==> src/rtl/gpio_edge_pkg.sv <==
package gpio_edge_pkg;

  localparam int BANK_W = 32;
  localparam int HALF_W = 16;
  localparam int HALVES = BANK_W / HALF_W;
  localparam int WSEL_W = 4;

  typedef enum logic [WSEL_W-1:0] {
    W_DIR   = 4'd0,
    W_OUT   = 4'd1,
    W_SET   = 4'd2,
    W_CLR   = 4'd3,
    W_IN    = 4'd4,
    W_SRISE = 4'd5,
    W_CRISE = 4'd6,
    W_SFALL = 4'd7,
    W_CFALL = 4'd8,
    W_STAT  = 4'd9
  } wordSel_e;

  typedef struct packed {
    logic wrDir;
    logic wrOut;
    logic setOut;
    logic clrOut;
    logic setRise;
    logic clrRise;
    logic setFall;
    logic clrFall;
    logic clrStat;
  } bankStrobe_t;

endpackage

==> src/rtl/gpio_edge_ctrl.sv <==
module gpio_edge_ctrl
  import gpio_edge_pkg::*;
#(
  parameter int NUM_BANKS   = 2,
  parameter int ADDR_W      = 12,
  parameter int BANK0_BASE  = 16,
  parameter int BANK_STRIDE = 40,
  parameter int GLOBAL_ADDR = 8,
  localparam int NUM_IRQ    = NUM_BANKS * HALVES
) (
  input  logic                        clk,
  input  logic                        rstN,
  input  logic [ADDR_W-1:0]           busAddr,
  input  logic                        busWe,
  input  logic [NUM_IRQ-1:0]          enData,
  output bankStrobe_t [NUM_BANKS-1:0] strobes,
  output logic [NUM_BANKS-1:0]        rdHit,
  output logic [WSEL_W-1:0]           rdWord,
  output logic                        rdGlobal,
  output logic [NUM_IRQ-1:0]          bankEn
);

  localparam logic [ADDR_W-1:0] STRIDE_A = ADDR_W'(BANK_STRIDE);
  localparam logic [ADDR_W-1:0] GLOBAL_A = ADDR_W'(GLOBAL_ADDR);

  always_comb begin
    logic [ADDR_W-1:0] baseA;
    logic [ADDR_W-1:0] offs;
    logic              hit;
    logic [WSEL_W-1:0] idx;
    strobes = '0;
    rdHit   = '0;
    rdWord  = '0;
    for (int b = 0; b < NUM_BANKS; b++) begin
      baseA = ADDR_W'(BANK0_BASE + b * BANK_STRIDE);
      offs  = busAddr - baseA;
      hit   = (busAddr >= baseA) && (offs < STRIDE_A) && (busAddr[1:0] == 2'b00);
      idx   = offs[2 +: WSEL_W];
      rdHit[b] = hit;
      if (hit) rdWord = idx;
      if (hit && busWe) begin
        case (wordSel_e'(idx))
          W_DIR:   strobes[b].wrDir   = 1'b1;
          W_OUT:   strobes[b].wrOut   = 1'b1;
          W_SET:   strobes[b].setOut  = 1'b1;
          W_CLR:   strobes[b].clrOut  = 1'b1;
          W_SRISE: strobes[b].setRise = 1'b1;
          W_CRISE: strobes[b].clrRise = 1'b1;
          W_SFALL: strobes[b].setFall = 1'b1;
          W_CFALL: strobes[b].clrFall = 1'b1;
          W_STAT:  strobes[b].clrStat = 1'b1;
          default: ;
        endcase
      end
    end
  end

  assign rdGlobal = (busAddr == GLOBAL_A);

  always_ff @(posedge clk) begin
    if (!rstN) bankEn <= '0;
    else if (busWe && rdGlobal) bankEn <= enData;
  end

  AST_ONE_STROBE: assert property (@(posedge clk) disable iff (!rstN)
    $onehot0(strobes)) else $error("more than one strobe");

  AST_ONE_TARGET: assert property (@(posedge clk) disable iff (!rstN)
    $onehot0({rdHit, rdGlobal})) else $error("address decodes twice");

  AST_EN_WRITE: assert property (@(posedge clk) disable iff (!rstN)
    (busWe && rdGlobal) |=> bankEn == $past(enData)) else $error("enable write lost");

endmodule

==> src/rtl/gpio_edge_bank_dp.sv <==
module gpio_edge_bank_dp
  import gpio_edge_pkg::*;
(
  input  logic              clk,
  input  logic              rstN,
  input  bankStrobe_t       strb,
  input  logic [BANK_W-1:0] wdata,
  input  logic [BANK_W-1:0] pinIn,
  input  logic [WSEL_W-1:0] rdWord,
  output logic [BANK_W-1:0] pinOut,
  output logic [BANK_W-1:0] pinOe,
  output logic [BANK_W-1:0] statQ,
  output logic [BANK_W-1:0] rdData
);

  logic [BANK_W-1:0] dirQ, outQ, riseEn, fallEn;
  logic [BANK_W-1:0] syncA, syncB, prevQ;
  logic [BANK_W-1:0] edgeHits;

  assign edgeHits = (syncB & ~prevQ & riseEn) | (~syncB & prevQ & fallEn);

  always_ff @(posedge clk) begin
    if (!rstN) begin
      syncA <= '0;
      syncB <= '0;
      prevQ <= '0;
    end else begin
      syncA <= pinIn;
      syncB <= syncA;
      prevQ <= syncB;
    end
  end

  always_ff @(posedge clk) begin
    if (!rstN) begin
      dirQ   <= '1;
      outQ   <= '0;
      riseEn <= '0;
      fallEn <= '0;
      statQ  <= '0;
    end else begin
      if (strb.wrDir) dirQ <= wdata;
      if (strb.wrOut)       outQ <= wdata;
      else if (strb.setOut) outQ <= outQ | wdata;
      else if (strb.clrOut) outQ <= outQ & ~wdata;
      if (strb.setRise)      riseEn <= riseEn | wdata;
      else if (strb.clrRise) riseEn <= riseEn & ~wdata;
      if (strb.setFall)      fallEn <= fallEn | wdata;
      else if (strb.clrFall) fallEn <= fallEn & ~wdata;
      statQ <= (statQ & ~(strb.clrStat ? wdata : '0)) | edgeHits;
    end
  end

  assign pinOut = outQ;
  assign pinOe  = ~dirQ;

  always_comb begin
    case (wordSel_e'(rdWord))
      W_DIR:                 rdData = dirQ;
      W_OUT, W_SET, W_CLR:   rdData = outQ;
      W_IN:                  rdData = syncB;
      W_SRISE, W_CRISE:      rdData = riseEn;
      W_SFALL, W_CFALL:      rdData = fallEn;
      W_STAT:                rdData = statQ;
      default:               rdData = '0;
    endcase
  end

  AST_SET_DATA: assert property (@(posedge clk) disable iff (!rstN)
    strb.setOut |=> (outQ & $past(wdata)) == $past(wdata)) else $error("set lost");

  AST_CLR_DATA: assert property (@(posedge clk) disable iff (!rstN)
    strb.clrOut |=> (outQ & $past(wdata)) == '0) else $error("clear lost");

  AST_KEEP_DATA: assert property (@(posedge clk) disable iff (!rstN)
    (strb.setOut || strb.clrOut) |=> (outQ & ~$past(wdata)) == ($past(outQ) & ~$past(wdata)))
    else $error("unmasked latch bit moved");

  AST_EDGE_WINS: assert property (@(posedge clk) disable iff (!rstN)
    (edgeHits != '0) |=> (statQ & $past(edgeHits)) == $past(edgeHits))
    else $error("edge dropped");

  AST_STAT_SOURCE: assert property (@(posedge clk) disable iff (!rstN)
    (statQ & ~$past(statQ) & ~$past(riseEn | fallEn)) == '0)
    else $error("status set without enable");

endmodule

==> src/rtl/gpio_edge_banks.sv <==
module gpio_edge_banks
  import gpio_edge_pkg::*;
#(
  parameter int NUM_BANKS = 2,
  parameter int ADDR_W    = 12,
  localparam int PIN_W    = NUM_BANKS * BANK_W,
  localparam int NUM_IRQ  = NUM_BANKS * HALVES
) (
  input  logic               clk,
  input  logic               rstN,
  input  logic [ADDR_W-1:0]  busAddr,
  input  logic               busWe,
  input  logic [BANK_W-1:0]  busWdata,
  output logic [BANK_W-1:0]  busRdata,
  input  logic [PIN_W-1:0]   pinIn,
  output logic [PIN_W-1:0]   pinOut,
  output logic [PIN_W-1:0]   pinOe,
  output logic [NUM_IRQ-1:0] irqOut
);

  bankStrobe_t [NUM_BANKS-1:0] strobes;
  logic [NUM_BANKS-1:0]        rdHit;
  logic [WSEL_W-1:0]           rdWord;
  logic                        rdGlobal;
  logic [NUM_IRQ-1:0]          bankEn;
  logic [BANK_W-1:0]           bankRd [NUM_BANKS];
  logic [BANK_W-1:0]           bankStat [NUM_BANKS];

  gpio_edge_ctrl #(
    .NUM_BANKS(NUM_BANKS),
    .ADDR_W   (ADDR_W)
  ) ctrl (
    .clk     (clk),
    .rstN    (rstN),
    .busAddr (busAddr),
    .busWe   (busWe),
    .enData  (busWdata[NUM_IRQ-1:0]),
    .strobes (strobes),
    .rdHit   (rdHit),
    .rdWord  (rdWord),
    .rdGlobal(rdGlobal),
    .bankEn  (bankEn)
  );

  for (genvar b = 0; b < NUM_BANKS; b++) begin : g_bank
    gpio_edge_bank_dp dp (
      .clk   (clk),
      .rstN  (rstN),
      .strb  (strobes[b]),
      .wdata (busWdata),
      .pinIn (pinIn[b*BANK_W +: BANK_W]),
      .rdWord(rdWord),
      .pinOut(pinOut[b*BANK_W +: BANK_W]),
      .pinOe (pinOe[b*BANK_W +: BANK_W]),
      .statQ (bankStat[b]),
      .rdData(bankRd[b])
    );
    for (genvar h = 0; h < HALVES; h++) begin : g_half
      assign irqOut[b*HALVES + h] =
        (|bankStat[b][h*HALF_W +: HALF_W]) & bankEn[b*HALVES + h];
    end
  end

  always_comb begin
    busRdata = '0;
    if (rdGlobal) busRdata = BANK_W'(bankEn);
    for (int b = 0; b < NUM_BANKS; b++)
      if (rdHit[b]) busRdata = bankRd[b];
  end

  AST_IRQ_GATED: assert property (@(posedge clk) disable iff (!rstN)
    (irqOut & ~bankEn) == '0) else $error("ungated interrupt");

endmodule

==> config.mk <==
export PLATFORM = sky130hd
export DESIGN_NAME = gpio_edge_banks
export DESIGN_NICKNAME = d
export VERILOG_FILES = /design/src/rtl/gpio_edge_pkg.sv /design/src/rtl/gpio_edge_ctrl.sv /design/src/rtl/gpio_edge_bank_dp.sv /design/src/rtl/gpio_edge_banks.sv
export SDC_FILE = /design/constraint.sdc
export NUM_CORES = 1
export LEC_CHECK = 0
export BUFFER_PORTS_ARGS = -buffer_cell sky130_fd_sc_hd__buf_4
export CORE_UTILIZATION = 63
export DETAILED_ROUTE_END_ITERATION = 8
export GPL_ROUTABILITY_DRIVEN = 0
export PLACE_DENSITY_LB_ADDON = 0.2
export SYNTH_ARGS = -nofsm -noshare
export SYNTH_HDL_FRONTEND = slang
export SYNTH_SLANG_ARGS = --single-unit
==> constraint.sdc <==
create_clock -name clk -period 6.7 [get_ports clk]
set_input_delay 0.335 -clock clk [delete_from_list [all_inputs] [get_ports clk]]
set_output_delay 0.335 -clock clk [all_outputs]
set_load 0.01 [all_outputs]
; ---- Word level (Yosys, flattened, before mapping)
; Index checks and enable logic that the tools add are counted.
[word_totals]
register_bits = 516
in_bits = 111
output_inout_bits = 164
wordCells = 155
[classes]
addsub = 2
n_lt_le_gt_ge = 4
eq_ne = 26
muxes = 43
bitwise = 39
n_reduce_logical = 24
[op_table]
columns = cell, count
row1 = two-way mux 32 bit, 18
row2 = bitwise AND 32 bit, 16
row3 = case mux 32 bit (6 select lines), 2
row4 = bitwise OR 32 bit, 10
row5 = inverter 32 bit, 9
row6 = OR reduction 16 bit, 4
row7 = == test 4 x 3 -> 1 bit (second input constant), 10
row8 = == test 4 x 2 -> 1 bit (second input constant), 6
row9 = == test 4 bit (second input constant), 6
row10 = < comparator 12 x 6 -> 1 bit (second input constant), 2
row11 = two-way mux 1 bit, 18
row12 = two-way mux 9 bit, 2
row13 = == test 12 x 4 -> 1 bit (second input constant), 1
row14 = == test 4 x 1 -> 1 bit (second input constant), 3
row15 = >= comparator 12 x 5 -> 1 bit (second input constant), 1
row16 = >= comparator 12 x 6 -> 1 bit (second input constant), 1
row17 = zero test 4 bit, 3
row18 = two-way mux 4 bit, 3
row19 = subtractor 12 x 5 -> 12 bit (second input constant), 1
row20 = subtractor 12 x 6 -> 12 bit (second input constant), 1
row21 = nonzero test 2 bit, 4
row22 = logical AND 1 bit, 7
row23 = nonzero test 3 bit, 2
row24 = bitwise AND 1 bit, 4
row25 = other kinds (3), 4

; ---- Logic depth before layout (Yosys ltp)
; Gate-level depths: netlist of run 1.
[depth]
depth_word = 11
depth_mapped = 15
mapped_depth_nobuf = 10

; ---- Modules after synthesis
; A second synthesis of run 1 with hierarchy kept.
[hier_totals]
hier_cells = 2779
area_unflattened_um2 = 24646.1
[modules_own_cells]
columns = mod, n_inst, cells_per_inst, area_each_um2, seq_area_each_um2
row1 = gpio_edge_bank_dp, 2, 1302, 11713.7, 5124.9
row2 = gpio_edge_ctrl, 1, 93, 639.4, 80.1
row3 = gpio_edge_banks, 1, 82, 579.3, 0.0

; ---- Worst setup path before layout of run 1
; Ideal clock, no wire load.
[synth_path]
kind = input to output
startpoint = input port busAddr[3]
endpoint = output port busRdata[17]
arrival_ns = 3.397
required_time_ns = 6.365
slack_ns = 2.968
cell_stages = 14
path_buffers = 5
path_cell_list = clkbuf_1 inv_1 clkbuf_1 buf_1 ha_1 nand2_1 a221oi_4 o211a_4 nand2_1 a222oi_1 buf_2 buf_6 a221oi_1 a211oi_1
[synth_via]
elab_chain_len = 11
elab_cells_between_ends = 29
classes_between = add/sub: 2 / order compare: 4 / eq/ne: 9 / mux: 6 / reduce/logical: 8
[synth_lines]
columns = element, line_no
row1 = "start, declared", gpio_edge_banks.sv:11  ; input logic [ADDR_W-1:0] busAddr,
row2 = subtractor 12 x 5 -> 12 bit, gpio_edge_ctrl.sv:36  ; offs = busAddr - baseA;
row3 = < comparator 12 x 6 -> 1 bit, gpio_edge_ctrl.sv:37  ; hit = (busAddr >= baseA) && (offs < STRIDE_A) && (busAddr[1:0] == 2'b00);
row4 = logical AND 1 bit (2 in series), gpio_edge_ctrl.sv:37
row5 = two-way mux 4 bit (2 in series), gpio_edge_ctrl.sv:40  ; if (hit) rdWord = idx;
row6 = "== test 4 x 1 -> 1 bit, or another cell as far along", gpio_edge_bank_dp.sv:58  ; case (wordSel_e'(rdWord))
row7 = OR reduction 3 bit / OR reduction 2 bit (equally long branches), gpio_edge_bank_dp.sv:58
row8 = case mux 32 bit (6 select lines), gpio_edge_bank_dp.sv:58
row9 = two-way mux 32 bit, gpio_edge_banks.sv:68  ; if (rdHit[b]) busRdata = bankRd[b];
row10 = two-way mux 32 bit (*), gpio_edge_banks.sv:68
row11 = "end, declared", gpio_edge_banks.sv:14  ; output logic [BANK_W-1:0] busRdata,
; Mark *: on every way between the ends. The rest lies on a longest branch, timed or not.

; ---- Final worst setup path of run 1
[layout_path]
startpoint = input port busAddr[3]
endpoint = output port busRdata[31]
; Same word-level chain as after synthesis.

==> results.json, run 1 <==
{
  "use_met2_pct": 63.61,
  "min_path_cells": 3,
  "intPower_w": 0.005198,
  "max_slew_margin_pct": 17.10,
  "worstPathArrival_ps": 5030,
  "busiest_layer": "met2",
  "report.final.hold_viol_count": 0,
  "synth-seq-cells": 516,
  "nets": 2959,
  "viasPerCell": 6.554,
  "cp-end-kind": "output port",
  "drtPass1Iterations": 7,
  "whs_ps": 74.84,
  "worst_pin_slew_ps": 1240,
  "dp_cells": 3179,
  "fin_ws_ps": 1333,
  "reg2reg_depth": 4,
  "ys.warnings.count": 0,
  "cts_tree": "done",
  "fillers": 2336,
  "die-area_mm2": 0.03661,
  "drtIter0Drc": 2926,
  "io_pins": 275,
  "fin_crit_sh_pct": 80.10,
  "die_w_um": 191.3,
  "vias": 21840,
  "drive_gt1_share_pct": 15.36,
  "die_h_um": 191.3,
  "layout_common_cells": "dfxtp_1 (516), nand2_1 (447), buf_4 (308)",
  "hp-start": "busWdata[28]",
  "ir_drop_mv": 0.2154,
  "antenna_found_initial": 2,
  "p_clk_share_pct": 47.8,
  "use_met3_pct": 9.547,
  "initial_utilization_pct": 64.74,
  "numClockSinks": 516,
  "grt_overflow_total": 0,
  "wl_per_cell_um": 22.97,
  "swShare_pct": 21.79,
  "combPwrFrac_pct": 4.9,
  "avgSynthCellArea_um2": 8.503,
  "cp-start-kind": "input port",
  "cts_made_buffers": 51,
  "postRouteWirelength_mm": 76.56,
  "cp_max_fo": 48,
  "grt_pass1_vias": 20690,
  "rows": 68,
  "async_reset_ff_share_pct": 0,
  "clk_pin_slew_worst_paths_ps": 60,
  "final_antenna_net_count": 0,
  "clock_path_buffers": 3,
  "dpl.hpwl_mm": 46.64,
  "finalNonFillerCells": 3333,
  "port_buffers": 274,
  "core_mm2": 0.03488,
  "hp-class": "input port to flop",
  "synthCells": 2656,
  "synth_edf_count": 0,
  "required_ps": 6360,
  "grt_pass1_wl_mm": 116.1,
  "dpl_worst_slack_ps": 1590,
  "grt.met1_usage_pct": 52.98,
  "r2r_setup_slack_ps": 5760,
  "insertion_delay_ps": 620,
  "grt_usage_pct": 41.15,
  "finalClockSkew_ps": 14.47,
  "grt_max_degree": 274,
  "r2r-end": "g_bank[0].dp.statQ[4]",
  "p_sw_w": 0.001449,
  "synth.distinct_cells": 66,
  "final_common_cell": "dfxtp_1",
  "fin_crit_ps": 5367,
  "powerDensity_mw_per_mm2": 245.2,
  "slew_viol_final": 0,
  "syn_nets": 2774,
  "crit_type": "input port to output port",
  "power_leakage_nw": 10.26,
  "max_freq_mhz": 186.3,
  "syn2layout_area_growth_pct": 20.01,
  "rsz0062_at_grt": "false",
  "pwr-share-seq_pct": 47.3,
  "syn_area_mm2": 0.02258,
  "antenna_cells": 0,
  "status": "complete, no violations",
  "drcViolationCount": 0,
  "setup_tns_ps": 0,
  "clock-root-buffer": "clkbuf_16",
  "h-tree-depth": 2,
  "drv_cap": 0,
  "ys.flop_type": "dfxtp_1",
  "setup_viol": 0,
  "ys_seq_area_share_pct": 45.74
}
-- per-layer routing --
layer	routed length [um]	share of wire, %
met5	17	0.022
met4	4316	5.6
met3	10070	13
met2	33650	44
met1	28500	37
-- per-stage QoR --
step / utilization, % / cell area, um2 / power (W)
global route: 77.70 / 27100 / 0.006803
finish: 77.70 / 27100 / 0.006647
floorplan: - / 22580 / 0.003382
CTS: 77.70 / 27100 / 0.006641
global placement: 70.50 / 24590 / 0.003486
detailed placement: 70.50 / 24590 / 0.003493
-- synth_stat cells, types with 5 or more instances --
library cell / instances / area, um2
a22o_1: 32 / 280.3
a221oi_2: 8 / 120.1
inv_1: 76 / 285.3
o2bb2ai_1: 8 / 70.07
a2111oi_0: 16 / 140.1
nand3_1: 47 / 235.2
a221oi_1: 25 / 219.0
and2_1: 212 / 1326
a221o_1: 52 / 520.5
nor2_1: 94 / 352.8
o21ai_0: 130 / 650.6
mux2i_1: 5 / 50.05
a211oi_1: 32 / 240.2
nor4_1: 19 / 118.9
buf_4: 8 / 60.06
nor2b_1: 165 / 1032
dfxtp_1: 516 / 10330
nand4_1: 7 / 43.79
a21boi_0: 96 / 720.7
clkbuf_1: 193 / 724.4
a21oi_1: 84 / 420.4
a211o_1: 9 / 78.83
buf_2: 36 / 180.2
a211oi_2: 7 / 87.58
nor3_1: 6 / 30.03
a22oi_1: 121 / 908.4
a222oi_1: 9 / 90.09
nand3b_1: 64 / 480.5
nand2_1: 447 / 1678
o211ai_1: 65 / 488.0
nand2b_1: 5 / 31.28
ha_1: 7 / 87.58
-- what timing repair did --
action,in CTS,in global routing
resized for setup,0,0
buffers inserted,0,0
hold buffers,64,0
hold endpoints to repair,64,0
-- layout make-up --
class	instances	area (um2)	share of cell area, %
Clock inverter	21	374.1	1.380
Timing Repair Buffer	376	3028	11.17
Tap cell	455	569.3	2.100
Clock buffer	69	1495	5.517
Inverter	76	285.3	1.053
Multi-Input combinational cell	1820	11020	40.67
Sequential cell	516	10330	38.11
-- logic make-up (layout without fill, tap and decap cells) --
family | count (synthesis) | after routing | share of synthesized area [%]
adders and majority gates | 7 | 7 | 0.3878
and+or+nand+nor | 1083 | 1083 | 24.23
xor gates and xnor gates | 2 | 2 | 0.07758
DFF | 516 | 516 | 45.74
AOI/OAI and AO/OA | 722 | 722 | 23.51
muxes | 6 | 6 | 0.2715
buffers and inverters | 320 | 542 | 5.784
-- power by group through the flow --
| stage | logic [W] | registers, W | clock network [W] |
|---|---|---|---|
| 2_1_floorplan | 0.000185 | 0.00320 | 0 |
| 3_3_place_gp | 0.000280 | 0.00321 | 0 |
| 3_5_place_dp | 0.000286 | 0.00321 | 0 |
| 4_1_cts | 0.000317 | 0.00314 | 0.00318 |
| 5_1_grt | 0.000347 | 0.00314 | 0.00331 |
| 6_report | 0.000328 | 0.00314 | 0.00318 |
-- worst max-delay path: stages --
cell and delay [ps]:
buf_4 510, ha_1 430, xor2_1 260, a221oi_4 460, o211a_4 710, a21o_2 980, buf_4 420, a22o_1 160
a2111oi_0 50, a211oi_1 410, buf_4 210
-- how the worst max path moves through the flow --
stage	startpoint	endpoint	slack [ps]	cells past startpoint
after floorplan	busAddr[3]	busRdata[17]	2970	14
after global placement	busAddr[3]	busRdata[31]	1680	12
after detailed placement	busAddr[3]	busRdata[31]	1590	12
after CTS	busAddr[3]	busRdata[31]	1560	11
after global routing	busAddr[3]	busRdata[31]	1250	11
final	busAddr[3]	busRdata[31]	1330	11
No activity file was read; power rests on OpenSTA's default activity.
==> run 2: changes to the inputs <==
Settings changed: CORE_UTILIZATION 63 to 53.
Clock period 6.7 ns to 4.5 ns, I/O delays scaled along.
==> results.json, run 2 (synthesis gave the netlist of run 1 again) <==
{
  "status": "complete, no violations",
  "die-area_mm2": 0.04344,
  "clock_path_buffers": 3,
  "io_pins": 275,
  "initial_utilization_pct": 53.84,
  "fin_crit_ps": 4255,
  "fillers": 3371,
  "required_ps": 4280,
  "fin_crit_sh_pct": 94.55,
  "reg2reg_depth": 4,
  "antenna_cells": 0,
  "die_h_um": 208.4,
  "core_mm2": 0.04195,
  "use_met2_pct": 53.70,
  "grt_max_degree": 181,
  "max_freq_mhz": 235.0,
  "numClockSinks": 516,
  "rsz0062_at_grt": "false",
  "grt_pass1_wl_mm": 118.1,
  "cts_tree": "done",
  "grt_usage_pct": 35.01,
  "dpl.hpwl_mm": 50.36,
  "clock-root-buffer": "clkbuf_16",
  "use_met3_pct": 5.947,
  "cp-start-kind": "input port",
  "r2r-end": "g_bank[0].dp.statQ[28]",
  "grt_pass1_vias": 20080,
  "r2r-start": "g_bank[0].dp.syncB[28]",
  "place_area_mm2": 0.02497,
  "rows": 75,
  "hp-class": "input port to flop",
  "setup_tns_ps": 0,
  "clk_pin_slew_worst_paths_ps": 60,
  "final_common_cell": "dfxtp_1",
  "drv_cap": 0,
  "cts_made_buffers": 53,
  "busiest_layer": "met2",
  "port_buffers": 274,
  "final_antenna_net_count": 0,
  "die_w_um": 208.4,
  "grt_overflow_total": 0,
  "layout_common_cells": "dfxtp_1 (516), nand2_1 (447), buf_4 (328)",
  "insertion_delay_ps": 630,
  "fin_area_mm2": 0.02773,
  "drtIter0Drc": 2921,
  "powerDensity_mw_per_mm2": 349.7,
  "vias": 21410,
  "antenna_found_initial": 0,
  "ir_drop_mv": 0.2691,
  "h-tree-depth": 2,
  "critPathCapture": "busRdata[15]",
  "report.final.hold_viol_count": 0,
  "drive_gt1_share_pct": 15.99,
  "slew_viol_final": 0,
  "crit_type": "input port to output port",
  "postRouteWirelength_mm": 78.12,
  "drcViolationCount": 0,
  "cp_max_fo": 14,
  "drtPass1Iterations": 7,
  "grt.met1_usage_pct": 47.66,
  "worst_pin_slew_ps": 936.9,
  "max_slew_margin_pct": 37.39,
  "r2r_setup_slack_ps": 3560,
  "nets": 3019,
  "ff_latch_area_mm2": 0.01033,
  "wl_per_cell_um": 22.42,
  "setup.worst_path.start": "busAddr[4]",
  "setup_viol": 0,
  "syn2layout_area_growth_pct": 22.77,
  "cp-end-kind": "output port",
  "multiInputGateArea_mm2": 0.01102,
  "viasPerCell": 6.144,
  "power_leakage_nw": 10.49,
  "finalClockSkew_ps": 20.60,
  "cts_setup_buffers": 0,
  "worstPathArrival_ps": 4030
}
run 2: critical path: stages:
cell and delay, ps:
buf_4 160, inv_1 170, ha_1 210, nor3b_1 320
nand4_1 180, a21oi_1 190, buf_4 320, and2_1 300
a32o_1 710, buf_4 320, a221o_1 160, a221oi_1 40
a211oi_1 480, buf_4 220
run 2: stage by stage:
step / power (W) / worst slack, ps / cells / utilization [%] / hold slack [ps]
floorplan: 0.005035 / 988.3 / 2656 / - / 352.3
global placement: 0.005206 / 474.9 / 3289 / 59.53 / 416.2
detailed placement: 0.005215 / 403.7 / 3289 / 59.53 / 416.9
CTS: 0.009707 / 369.3 / 3484 / 66.10 / 121.2
global route: 0.009940 / 31.58 / 3484 / 66.10 / 174.0
finish: 0.009695 / 245.3 / 3484 / 66.10 / 97.83
run 2: worst min path at each step:
stage                             endpoint              startpoint  cells past startpoint
finish               g_bank[0].dp.dirQ[21]                    rstN                      2
global route         g_bank[1].dp.dirQ[21]                    rstN                      2
CTS                  g_bank[0].dp.dirQ[21]                    rstN                      2
detailed placement  g_bank[1].dp.syncB[27]  g_bank[1].dp.syncA[27]                      1
global placement     g_bank[1].dp.syncB[8]   g_bank[1].dp.syncA[8]                      1
floorplan            g_bank[0].dp.syncA[0]                pinIn[0]                      1
run 2: repair_timing:
item	4_1_cts	5_1_grt
hold endpoints to repair	217	0
resized for setup	0	0
hold buffers	96	0
run 2: layer usage:
layer	part of all wire [%]	wire length [um]
met1	40	31490
met2	44	34360
met3	11	8369
met4	5.0	3908
met5	0	0
run 2: area by class of cell:
| type | count | share of cell area [%] |
|---|---|---|
| sequential | 516 | 37.26 |
| multi-input combinational | 1820 | 39.75 |
| timing repair buffer | 434 | 13.05 |
| tap | 539 | 2.432 |
| inverter | 76 | 1.029 |
| clock inverter | 20 | 0.7671 |
| clock buffer | 79 | 5.713 |
run 2: report_power, final:
| group | total, W | leakage (nW) | internal [W] | switching (W) |
|---|---|---|---|---|
| clock | 0.00450 | 0.873 | 0.00261 | 0.00188 |
| combinational | 0.000518 | 5.43 | 0.000232 | 0.000286 |
| sequential | 0.00468 | 4.19 | 0.00464 | 0.0000431 |
| total | 0.00969 | 10.5 | 0.00748 | 0.00221 |
